--- src/rtl/intc_pkg.sv ---
package intc_pkg;
    localparam int VEC_W = 8;

    typedef enum logic [0:0] {
        REG_ENABLE = 1'b0,
        REG_POSTED = 1'b1
    } intc_reg_e;
endpackage

--- src/rtl/intc_evt_capture.sv ---
module intc_evt_capture #(
    parameter int              NUM_SRC   = 8,
    parameter logic [NUM_SRC-1:0] EDGE_MASK = '0
) (
    input  logic               clk,
    input  logic               rst_n,
    input  logic [NUM_SRC-1:0] evt_i,
    output logic [NUM_SRC-1:0] set_o
);
    for (genvar i = 0; i < NUM_SRC; i++) begin : g_src
        if (EDGE_MASK[i]) begin : g_edge
            logic smp_q;
            logic prv_q;

            always_ff @(posedge clk or negedge rst_n) begin
                if (!rst_n) begin
                    smp_q <= 1'b0;
                    prv_q <= 1'b0;
                end else begin
                    smp_q <= evt_i[i];
                    prv_q <= smp_q;
                end
            end

            assign set_o[i] = smp_q & ~prv_q;
        end else begin : g_direct
            assign set_o[i] = evt_i[i];
        end
    end
endmodule

--- src/rtl/intc_post_bank.sv ---
module intc_post_bank #(
    parameter int NUM_SRC = 8
) (
    input  logic               clk,
    input  logic               rst_n,
    input  logic [NUM_SRC-1:0] set_i,
    input  logic [NUM_SRC-1:0] clr_i,
    output logic [NUM_SRC-1:0] posted_o
);
    logic [NUM_SRC-1:0] posted_q;

    // A new event wins over a retire on the same source.
    always_ff @(posedge clk or negedge rst_n) begin
        if (!rst_n) begin
            posted_q <= '0;
        end else begin
            posted_q <= (posted_q & ~clr_i) | set_i;
        end
    end

    assign posted_o = posted_q;
endmodule

--- src/rtl/intc_prio_enc.sv ---
module intc_prio_enc #(
    parameter int NUM_SRC  = 8,
    parameter int VEC_BASE = 4,
    parameter int VEC_STEP = 4,
    localparam int IDX_W   = (NUM_SRC > 1) ? $clog2(NUM_SRC) : 1
) (
    input  logic [NUM_SRC-1:0]           pending_i,
    output logic                         any_o,
    output logic [NUM_SRC-1:0]           grant_o,
    output logic [intc_pkg::VEC_W-1:0]   vector_o
);
    logic [IDX_W-1:0] idx;

    always_comb begin
        idx     = '0;
        grant_o = '0;
        for (int i = NUM_SRC - 1; i >= 0; i--) begin
            if (pending_i[i]) begin
                idx     = IDX_W'(i);
                grant_o = NUM_SRC'(1) << i;
            end
        end
    end

    assign any_o    = |pending_i;
    assign vector_o = any_o ? intc_pkg::VEC_W'(VEC_BASE + VEC_STEP * int'(idx))
                            : '0;
endmodule

--- src/rtl/intc_prio_ctrl.sv ---
module intc_prio_ctrl #(
    parameter int                 NUM_SRC   = 8,
    parameter logic [NUM_SRC-1:0] EDGE_MASK = 8'hF0,
    parameter int                 VEC_BASE  = 4,
    parameter int                 VEC_STEP  = 4
) (
    input  logic                         clk,
    input  logic                         rst_n,
    input  logic [NUM_SRC-1:0]           evt_i,
    input  logic                         gie_i,
    input  logic                         ack_i,
    input  logic                         bus_wr_i,
    input  logic                         bus_addr_i,
    input  logic [NUM_SRC-1:0]           bus_wdata_i,
    output logic [NUM_SRC-1:0]           bus_rdata_o,
    output logic                         irq_o,
    output logic [intc_pkg::VEC_W-1:0]   vector_o
);
    import intc_pkg::*;

    logic [NUM_SRC-1:0] set_vec;
    logic [NUM_SRC-1:0] posted_q;
    logic [NUM_SRC-1:0] mask_q;
    logic [NUM_SRC-1:0] pending;
    logic [NUM_SRC-1:0] grant;
    logic [NUM_SRC-1:0] clr_vec;
    logic               any_pend;
    intc_reg_e          reg_sel;

    assign reg_sel = intc_reg_e'(bus_addr_i);

    intc_evt_capture #(
        .NUM_SRC   (NUM_SRC),
        .EDGE_MASK (EDGE_MASK)
    ) u_capture (
        .clk   (clk),
        .rst_n (rst_n),
        .evt_i (evt_i),
        .set_o (set_vec)
    );

    always_comb begin
        clr_vec = '0;
        if (bus_wr_i && reg_sel == REG_POSTED) begin
            clr_vec = ~bus_wdata_i;
        end
        if (ack_i) begin
            clr_vec = clr_vec | grant;
        end
    end

    intc_post_bank #(
        .NUM_SRC (NUM_SRC)
    ) u_posted (
        .clk      (clk),
        .rst_n    (rst_n),
        .set_i    (set_vec),
        .clr_i    (clr_vec),
        .posted_o (posted_q)
    );

    always_ff @(posedge clk or negedge rst_n) begin
        if (!rst_n) begin
            mask_q <= '0;
        end else if (bus_wr_i && reg_sel == REG_ENABLE) begin
            mask_q <= bus_wdata_i;
        end
    end

    assign pending = posted_q & mask_q;

    intc_prio_enc #(
        .NUM_SRC  (NUM_SRC),
        .VEC_BASE (VEC_BASE),
        .VEC_STEP (VEC_STEP)
    ) u_enc (
        .pending_i (pending),
        .any_o     (any_pend),
        .grant_o   (grant),
        .vector_o  (vector_o)
    );

    always_comb begin
        unique case (reg_sel)
            REG_ENABLE: bus_rdata_o = mask_q;
            REG_POSTED: bus_rdata_o = posted_q;
            default:    bus_rdata_o = '0;
        endcase
    end

    assign irq_o = any_pend & gie_i;
endmodule

--- config.mk ---
export PLATFORM = sky130hd
export DESIGN_NAME = intc_prio_ctrl
export DESIGN_NICKNAME = d
export VERILOG_FILES = /design/src/rtl/intc_pkg.sv /design/src/rtl/intc_evt_capture.sv /design/src/rtl/intc_post_bank.sv /design/src/rtl/intc_prio_enc.sv /design/src/rtl/intc_prio_ctrl.sv
export SDC_FILE = /design/constraint.sdc
export NUM_CORES = 1
export LEC_CHECK = 0
export ABC_AREA = 1
export BUFFER_PORTS_ARGS = -buffer_cell sky130_fd_sc_hd__buf_2
export CAP_MARGIN = 20
export CELL_PAD_IN_SITES_DETAIL_PLACEMENT = 2
export CELL_PAD_IN_SITES_GLOBAL_PLACEMENT = 2
export CORE_MARGIN = 4
export CORE_UTILIZATION = 25
export CTS_CLUSTER_DIAMETER = 40
export DETAILED_ROUTE_END_ITERATION = 16
export PLACE_DENSITY = 0.77
export SLEW_MARGIN = 25
export SYNTH_ARGS = -nofsm -noshare
export SYNTH_HDL_FRONTEND = slang
export SYNTH_SLANG_ARGS = --single-unit
--- constraint.sdc ---
create_clock -name clk -period 1.35 [get_ports clk]
set_input_delay 0.135 -clock clk [delete_from_list [all_inputs] [get_ports clk]]
set_output_delay 0.135 -clock clk [all_outputs]
set_load 0.01 [all_outputs]
* Word level (Yosys, flattened, before mapping) *
Index checks and enable logic that the tools add are counted.

operators by class
  mux-type cells = 20
  shifts and indexed selects = 0
  multiply operators = 0
  reductions and logical operators = 3
  order comparisons = 0
  bitwise logic cells = 16
  div/mod/pow operators = 0
  $add $sub $neg = 1
  eq/ne operators = 0

operator list
  operator                                                      number
  8-bit 2-to-1 mux                                              11
  3-bit 2-to-1 mux                                              8
  8-bit AND                                                     2
  8-bit inverter                                                2
  8-bit OR                                                      2
  8-bit one-hot mux with 2 select lines                         1
  8-bit OR reduction                                            1
  3-bit by 5-bit adder with 6-bit output, first input constant  1
  1-bit AND                                                     5
  1-bit inverter                                                5
  1-bit logical AND                                             2

word-level totals
  bits of input ports = 22
  output and inout bits = 17
  bits in writable memories = 0
  bits in latches = 0
  register bits after elaboration = 24
  bits in read-only memories = 0
  memories kept = 0

* Logic depth before layout (Yosys ltp) *
  word-level depth = 14
  depth in mapped cells = 13
  mapped depth without buffers = 13

* Hierarchy *
A second synthesis with hierarchy kept.

unflattened totals
  cell total of the unflattened synthesis = 205
  area, all modules = 1470.2 µm²

by module, submodules not included
  module            instances  seq. area each (µm²)  cells an instance  area each (µm²)
  intc_prio_ctrl    1          200.2                 97                 615.6
  intc_post_bank    1          200.2                 40                 320.3
  intc_evt_capture  1          200.2                 20                 270.3
  intc_prio_enc     1          0.0                   48                 264.0

* Worst setup path after synthesis *
OpenSTA, ideal clock, no wires.

  path type = register to output
  start = reg u_posted.posted_q[7] (netlist: u_posted.posted_o[7])
  end = out vector_o[4] in the netlist's numbering
  required time = 1.215 ns
  arrival = 1.342 ns
  stages on the path, launching flop included = 14
  setup slack = -0.127 ns
  path buffers = 0
  cell sequence = dfrtp_1 -> nand2_1 -> inv_1 -> nand2_1 -> nand2_1 -> nand2_1 -> nand2_1 -> nand2_1 -> nand2_1 -> nand2_1 -> inv_1 -> ha_1 -> xnor2_1 -> nor2_1

between the ends
  word-level cells in the longest chain between the ends = 11
  elaborated cells on any way between the ends = 12
  those cells by class = add/sub (1); mux (9); bitwise (1); reduce/logical (1)

ends and longest elaborated chain
  item                                    line                  text
  start: declaration                      intc_post_bank.sv:10  logic [NUM_SRC-1:0] posted_q;
  start signal: assignment                intc_post_bank.sv:17  posted_q <= (posted_q & ~clr_i) | set_i;
  8-bit AND *                             intc_prio_ctrl.sv:70  assign pending = posted_q & mask_q;
  3-bit 2-to-1 mux (8 in a row)           intc_prio_enc.sv:18   if (pending_i[i]) begin
  3-bit by 5-bit adder with 6-bit output  intc_prio_enc.sv:26   assign vector_o = any_o ? intc_pkg::VEC_W'(VEC_BASE + VEC_STEP * int'(idx))
  8-bit 2-to-1 mux *                      intc_prio_enc.sv:26
  end: declaration                        intc_prio_ctrl.sv:17  output logic [intc_pkg::VEC_W-1:0] vector_o

Mark *: on every way between the ends. The rest lies on a longest branch, timed or not.

* Worst setup path in the final report *
  start = reg mask_q[7]
  end = out vector_o[2] in the netlist's numbering

between the ends
  word-level cells in the longest chain between the ends = 11
  elaborated cells on any way between the ends = 12
  those cells by class = add/sub (1); mux (9); bitwise (1); reduce/logical (1)

ends and longest elaborated chain
  item                                    line                  text
  start: declaration                      intc_prio_ctrl.sv:23  logic [NUM_SRC-1:0] mask_q;
  start signal: assignment                intc_prio_ctrl.sv:66  mask_q <= bus_wdata_i;
  8-bit AND *                             intc_prio_ctrl.sv:70
  3-bit 2-to-1 mux (8 in a row)           intc_prio_enc.sv:18
  3-bit by 5-bit adder with 6-bit output  intc_prio_enc.sv:26
  8-bit 2-to-1 mux *                      intc_prio_enc.sv:26

Marks and branches as above.

==> flow_summary.html <==
<table>
<tr><th>Metric</th><th>Value</th></tr>
<tr><th colspan="2">Status</th></tr>
<tr><td>Result of the run</td><td>finished with violations</td></tr>
<tr><td>Failing checks</td><td>setup timing</td></tr>
<tr><th colspan="2">Worst hold path</th></tr>
<tr><td>Worst hold-check path type</td><td>input port to flip-flop</td></tr>
<tr><th colspan="2">Layout</th></tr>
<tr><td>Antenna cells</td><td>0</td></tr>
<tr><td>Number of nets at the end of the flow</td><td>255</td></tr>
<tr><td>Area growth syn-to-layout</td><td>64.4%</td></tr>
<tr><td>Most common cell after layout, fill and taps aside</td><td>buf_4</td></tr>
<tr><td>Post-Route Utilization</td><td>42.3%</td></tr>
<tr><td>Number of filler cells placed in the layout</td><td>521</td></tr>
<tr><td>Ratio of cells with drive above 1 in the final layout</td><td>53.7%</td></tr>
<tr><td>Top library cells by usage in the layout, fill and taps aside</td><td>36 x buf_4, 33 x nand2_1, 31 x buf_2</td></tr>
<tr><td>Post-route non-filler standard cell count</td><td>285</td></tr>
<tr><th colspan="2">Route</th></tr>
<tr><td>Highest Signal Layer</td><td>met4</td></tr>
<tr><td>Average detailed-routed wire length per instance</td><td>18.6 um</td></tr>
<tr><td>Routed length on met3</td><td>187 um</td></tr>
<tr><td>Total via count after detailed routing</td><td>1,335</td></tr>
<tr><td>Length of the first detailed-routing pass in iterations</td><td>4</td></tr>
<tr><td>DRC violations left</td><td>0</td></tr>
<tr><td>Final antenna-violating net count</td><td>0</td></tr>
<tr><td>Met2 wire length</td><td>2.74 mm</td></tr>
<tr><td>Iteration-0 DRC Markers</td><td>22</td></tr>
<tr><td>Metal-1 WL</td><td>2.25 mm</td></tr>
<tr><td>Routed via count divided by cell count</td><td>4.68</td></tr>
<tr><td>Final routed wirelength across all metal layers</td><td>5.29 mm</td></tr>
<tr><th colspan="2">Floorplanning</th></tr>
<tr><td>Die area</td><td>6000 um2</td></tr>
<tr><td>Height of the die</td><td>77.5 um</td></tr>
<tr><td>Floorplan core area</td><td>4690 um2</td></tr>
<tr><td>Starting utilization of the core area</td><td>25.7%</td></tr>
<tr><td>Number of rows created at floorplan</td><td>25</td></tr>
<tr><td>X dimension of the die</td><td>77.5 um</td></tr>
<tr><td>Count of boundary I/O pins</td><td>39</td></tr>
<tr><th colspan="2">Setup path</th></tr>
<tr><td>Most prevalent standard cell on the critical path</td><td>nand2_2</td></tr>
<tr><td>Worst Path Buf+Inv</td><td>5</td></tr>
<tr><td>Critical-path maximum fanout</td><td>2</td></tr>
<tr><td>Cell class contributing the biggest share of worst-path delay</td><td>buffers and inverters</td></tr>
<tr><td>Arrival time at the worst endpoint</td><td>1.85 ns</td></tr>
<tr><td>Critical-path top delay cell</td><td>dfrtp_1</td></tr>
<tr><td>CP Data Required Time</td><td>1.22 ns</td></tr>
<tr><td>List of cells traversed by the critical path</td><td>nand2_2 -&gt; inv_2 -&gt; nand2_2 -&gt; nand2_2 -&gt; nand2_2 -&gt; nand2_2 -&gt; nand2_2 -&gt; nand2_2 -&gt; buf_4 -&gt; buf_4 -&gt; buf_6 -&gt; a21oi_2 -&gt; buf_2</td></tr>
<tr><td>Startpoint kind of the worst setup timing path</td><td>flip-flop</td></tr>
<tr><td>Max stage delay on crit path</td><td>0.41 ns</td></tr>
<tr><td>CP Class</td><td>flip-flop to output port</td></tr>
<tr><td>Type of destination of the critical path</td><td>output port</td></tr>
<tr><th colspan="2">Logic synthesis</th></tr>
<tr><td>Post-synthesis instance area</td><td>1210 um2</td></tr>
<tr><td>Combinational family with the most area after synthesis</td><td>simple AND/OR/NAND/NOR gates</td></tr>
<tr><td>Compound-Gate Fraction of Synth Area</td><td>9.65%</td></tr>
<tr><td>Number of flip-flops and latches in the synthesized netlist</td><td>24</td></tr>
<tr><td>Portion of netlist area occupied by mux cells</td><td>0.934%</td></tr>
<tr><td>Area share of and/or/nand/nor cells after synthesis</td><td>28.1%</td></tr>
<tr><td>Number of standard cells after synthesis</td><td>150</td></tr>
<tr><td>Avg Synthesized Cell Area</td><td>8.04 um2</td></tr>
<tr><td>Portion of the post-synthesis area used by sequential elements</td><td>49.8%</td></tr>
<tr><td>Number of warnings printed during yosys synthesis</td><td>0</td></tr>
<tr><td>Number of different library cells in the post-synthesis netlist</td><td>22</td></tr>
<tr><td>Post-synthesis xor/xnor area fraction</td><td>0.726%</td></tr>
<tr><td>Synth Area in Adders</td><td>1.04%</td></tr>
<tr><th colspan="2">Clocking</th></tr>
<tr><td>CTS tree</td><td>done</td></tr>
<tr><td>Clock root buffer</td><td>clkbuf_8</td></tr>
<tr><td>Sink Count</td><td>24</td></tr>
<tr><td>Register clock-pin slew on the reported worst setup and hold paths</td><td>0.10 ns</td></tr>
<tr><td>Source-to-sink clock delay at the later pin of the worst-skew pair</td><td>0.28 ns</td></tr>
<tr><td>Maximum clock path buffer count</td><td>2</td></tr>
<tr><td>Clock buffer count from CTS</td><td>3</td></tr>
<tr><td># H-tree levels</td><td>1</td></tr>
<tr><th colspan="2">Global route</th></tr>
<tr><td>Total global-route track usage</td><td>16.7%</td></tr>
<tr><td>Largest net degree at the start of global routing</td><td>25</td></tr>
<tr><td>Global-route wire length before repair</td><td>7.82 mm</td></tr>
<tr><td>Total congestion overflow after global routing</td><td>0</td></tr>
<tr><td>Initial antenna violation count</td><td>0</td></tr>
<tr><td>Number of global-route vias before repair</td><td>1,538</td></tr>
<tr><th colspan="2">Placement</th></tr>
<tr><td>Global placer's final weighted congestion</td><td>0.780</td></tr>
<tr><td>Total of buffers placed on input and output ports</td><td>34</td></tr>
<tr><td>Number of cells after detailed placement</td><td>263</td></tr>
<tr><td>Post-detailed-placement half-perimeter wirelength</td><td>3.16 mm</td></tr>
<tr><th colspan="2">STA</th></tr>
<tr><td>Final sum of negative setup slack</td><td>-3.03 ns</td></tr>
<tr><td>Setup-violating endpoint count in the final report</td><td>9</td></tr>
<tr><td>Tightest hold margin</td><td>0.0466 ns</td></tr>
<tr><td>Share of the cycle needed by the critical path after routing</td><td>147%</td></tr>
<tr><td>Worst relative slew slack</td><td>61.6%</td></tr>
<tr><td>Achievable frequency</td><td>505 MHz</td></tr>
<tr><td>Worst Tran Pin Value</td><td>0.576 ns</td></tr>
<tr><td>Setup repair after global routing missed its margin</td><td>true</td></tr>
<tr><td>Minimum clock period after layout</td><td>1.98 ns</td></tr>
<tr><td>Post-route clock skew</td><td>0.00457 ns</td></tr>
<tr><td>Number of endpoints with negative hold slack in the final report</td><td>0</td></tr>
<tr><td>Number of pins exceeding their max-slew limit in the final report</td><td>0</td></tr>
<tr><td>Final setup slack of the worst path</td><td>-0.631 ns</td></tr>
<tr><th colspan="2">Pwr</th></tr>
<tr><td>Power density of the placed cells</td><td>1310 nW/um2</td></tr>
<tr><td>Pleak</td><td>1.03 nW</td></tr>
<tr><td>Total design power</td><td>2.59 mW</td></tr>
<tr><td>Worst vdd rail ir drop</td><td>846 uV</td></tr>
<tr><th colspan="2">Run</th></tr>
<tr><td>Max-capacitance violation count</td><td>0</td></tr>
</table>
-- per-layer routing --
layer / vias up / GRT usage [%]
met3: 8 / 1.86
met2: 32 / 30.5
met1: 668 / 19.7
met4: 0 / 7.12
met5: - / 0
li1: 627 / -
-- flip-flops by register name (all words and copies together) (netlist names) --
signal                        flops
u_capture.g_src.g_edge.smp_q      4
u_capture.g_src.g_edge.prv_q      4
u_posted.posted_o                 8
mask_q                            8
-- area by class of cell --
| cell class | count | area, um2 | share of cell area, % |
|---|---|---|---|
| timing repair buffer | 80 | 566 | 28.5 |
| tap | 54 | 67.6 | 3.41 |
| multi-input combinational | 104 | 607 | 30.6 |
| sequential | 24 | 601 | 30.3 |
| clock inverter | 1 | 30.0 | 1.51 |
| clock buffer | 3 | 41.3 | 2.08 |
| inverter | 19 | 71.3 | 3.60 |
-- path summary, 6_finish.rpt --
kind                                                 start                               to  slack [ns]  cells after the start
min                                               evt_i[0]             u_posted.posted_o[0]        0.05                      2
min in group asynchronous                            rst_n  u_capture.g_src[7].g_edge.smp_q        0.37                      2
max                                              mask_q[7]                      vector_o[2]       -0.63                     13
min reg2reg                u_capture.g_src[4].g_edge.smp_q  u_capture.g_src[4].g_edge.prv_q        0.38                      0
max in group asynchronous                            rst_n             u_posted.posted_o[6]        0.60                      2
max reg2reg                                      mask_q[3]             u_posted.posted_o[7]       -0.16                      8
-- where the power goes --
group          switching (mW)  internal (mW)  leakage (nW)
clock network           0.269          0.398        0.0357
logic                   0.553          0.527         0.725
registers              0.0538          0.792         0.272
-- kinds of logic (layout without fill, tap and decap cells) --
group / count (synthesis) / in the layout
compound gates: 20 / 20
xor+xnor: 1 / 1
simple gates: 77 / 77
fa+ha+maj: 1 / 1
flops: 24 / 24
other cells: 1 / 4
buf+inv: 25 / 103
mux: 1 / 1
-- what timing repair did --
item / in CTS / in global routing
pin swaps: 8 / 13
hold buffers: 5 / 0
hold endpoints to repair: 28 / 0
gates resized for setup: 17 / 20
endpoints found under the setup margin: 6 / 8
setup buffers: 7 / 8
-- cell usage after synthesis --
cell type / n / area [um2]
a31o_2: 3 / 26.3
dfrtp_1: 24 / 601
mux2_2: 1 / 11.3
nand3_1: 6 / 30.0
inv_1: 16 / 60.1
ha_1: 1 / 12.5
buf_4: 5 / 37.5
buf_2: 1 / 5.00
nand2_1: 51 / 191
xnor2_1: 1 / 8.76
inv_2: 3 / 11.3
o21bai_1: 1 / 7.51
a21oi_1: 3 / 15.0
o21ai_0: 11 / 55.1
nor2_4: 1 / 11.3
nor3_4: 1 / 16.3
nor3_1: 2 / 10.0
conb_1: 1 / 3.75
o22ai_1: 2 / 12.5
nand4_1: 3 / 18.8
nand2_2: 5 / 31.3
nor2_1: 8 / 30.0
-- stage by stage --
step / area (um2) / worst slack (ns)
2_1_floorplan: 1240 / -0.109
3_3_place_gp: 1640 / -0.211
3_5_place_dp: 1640 / -0.304
4_1_cts: 1870 / -0.563
5_1_grt: 1980 / -0.747
6_report: 1980 / -0.631
No activity file was read; power rests on OpenSTA's default activity.
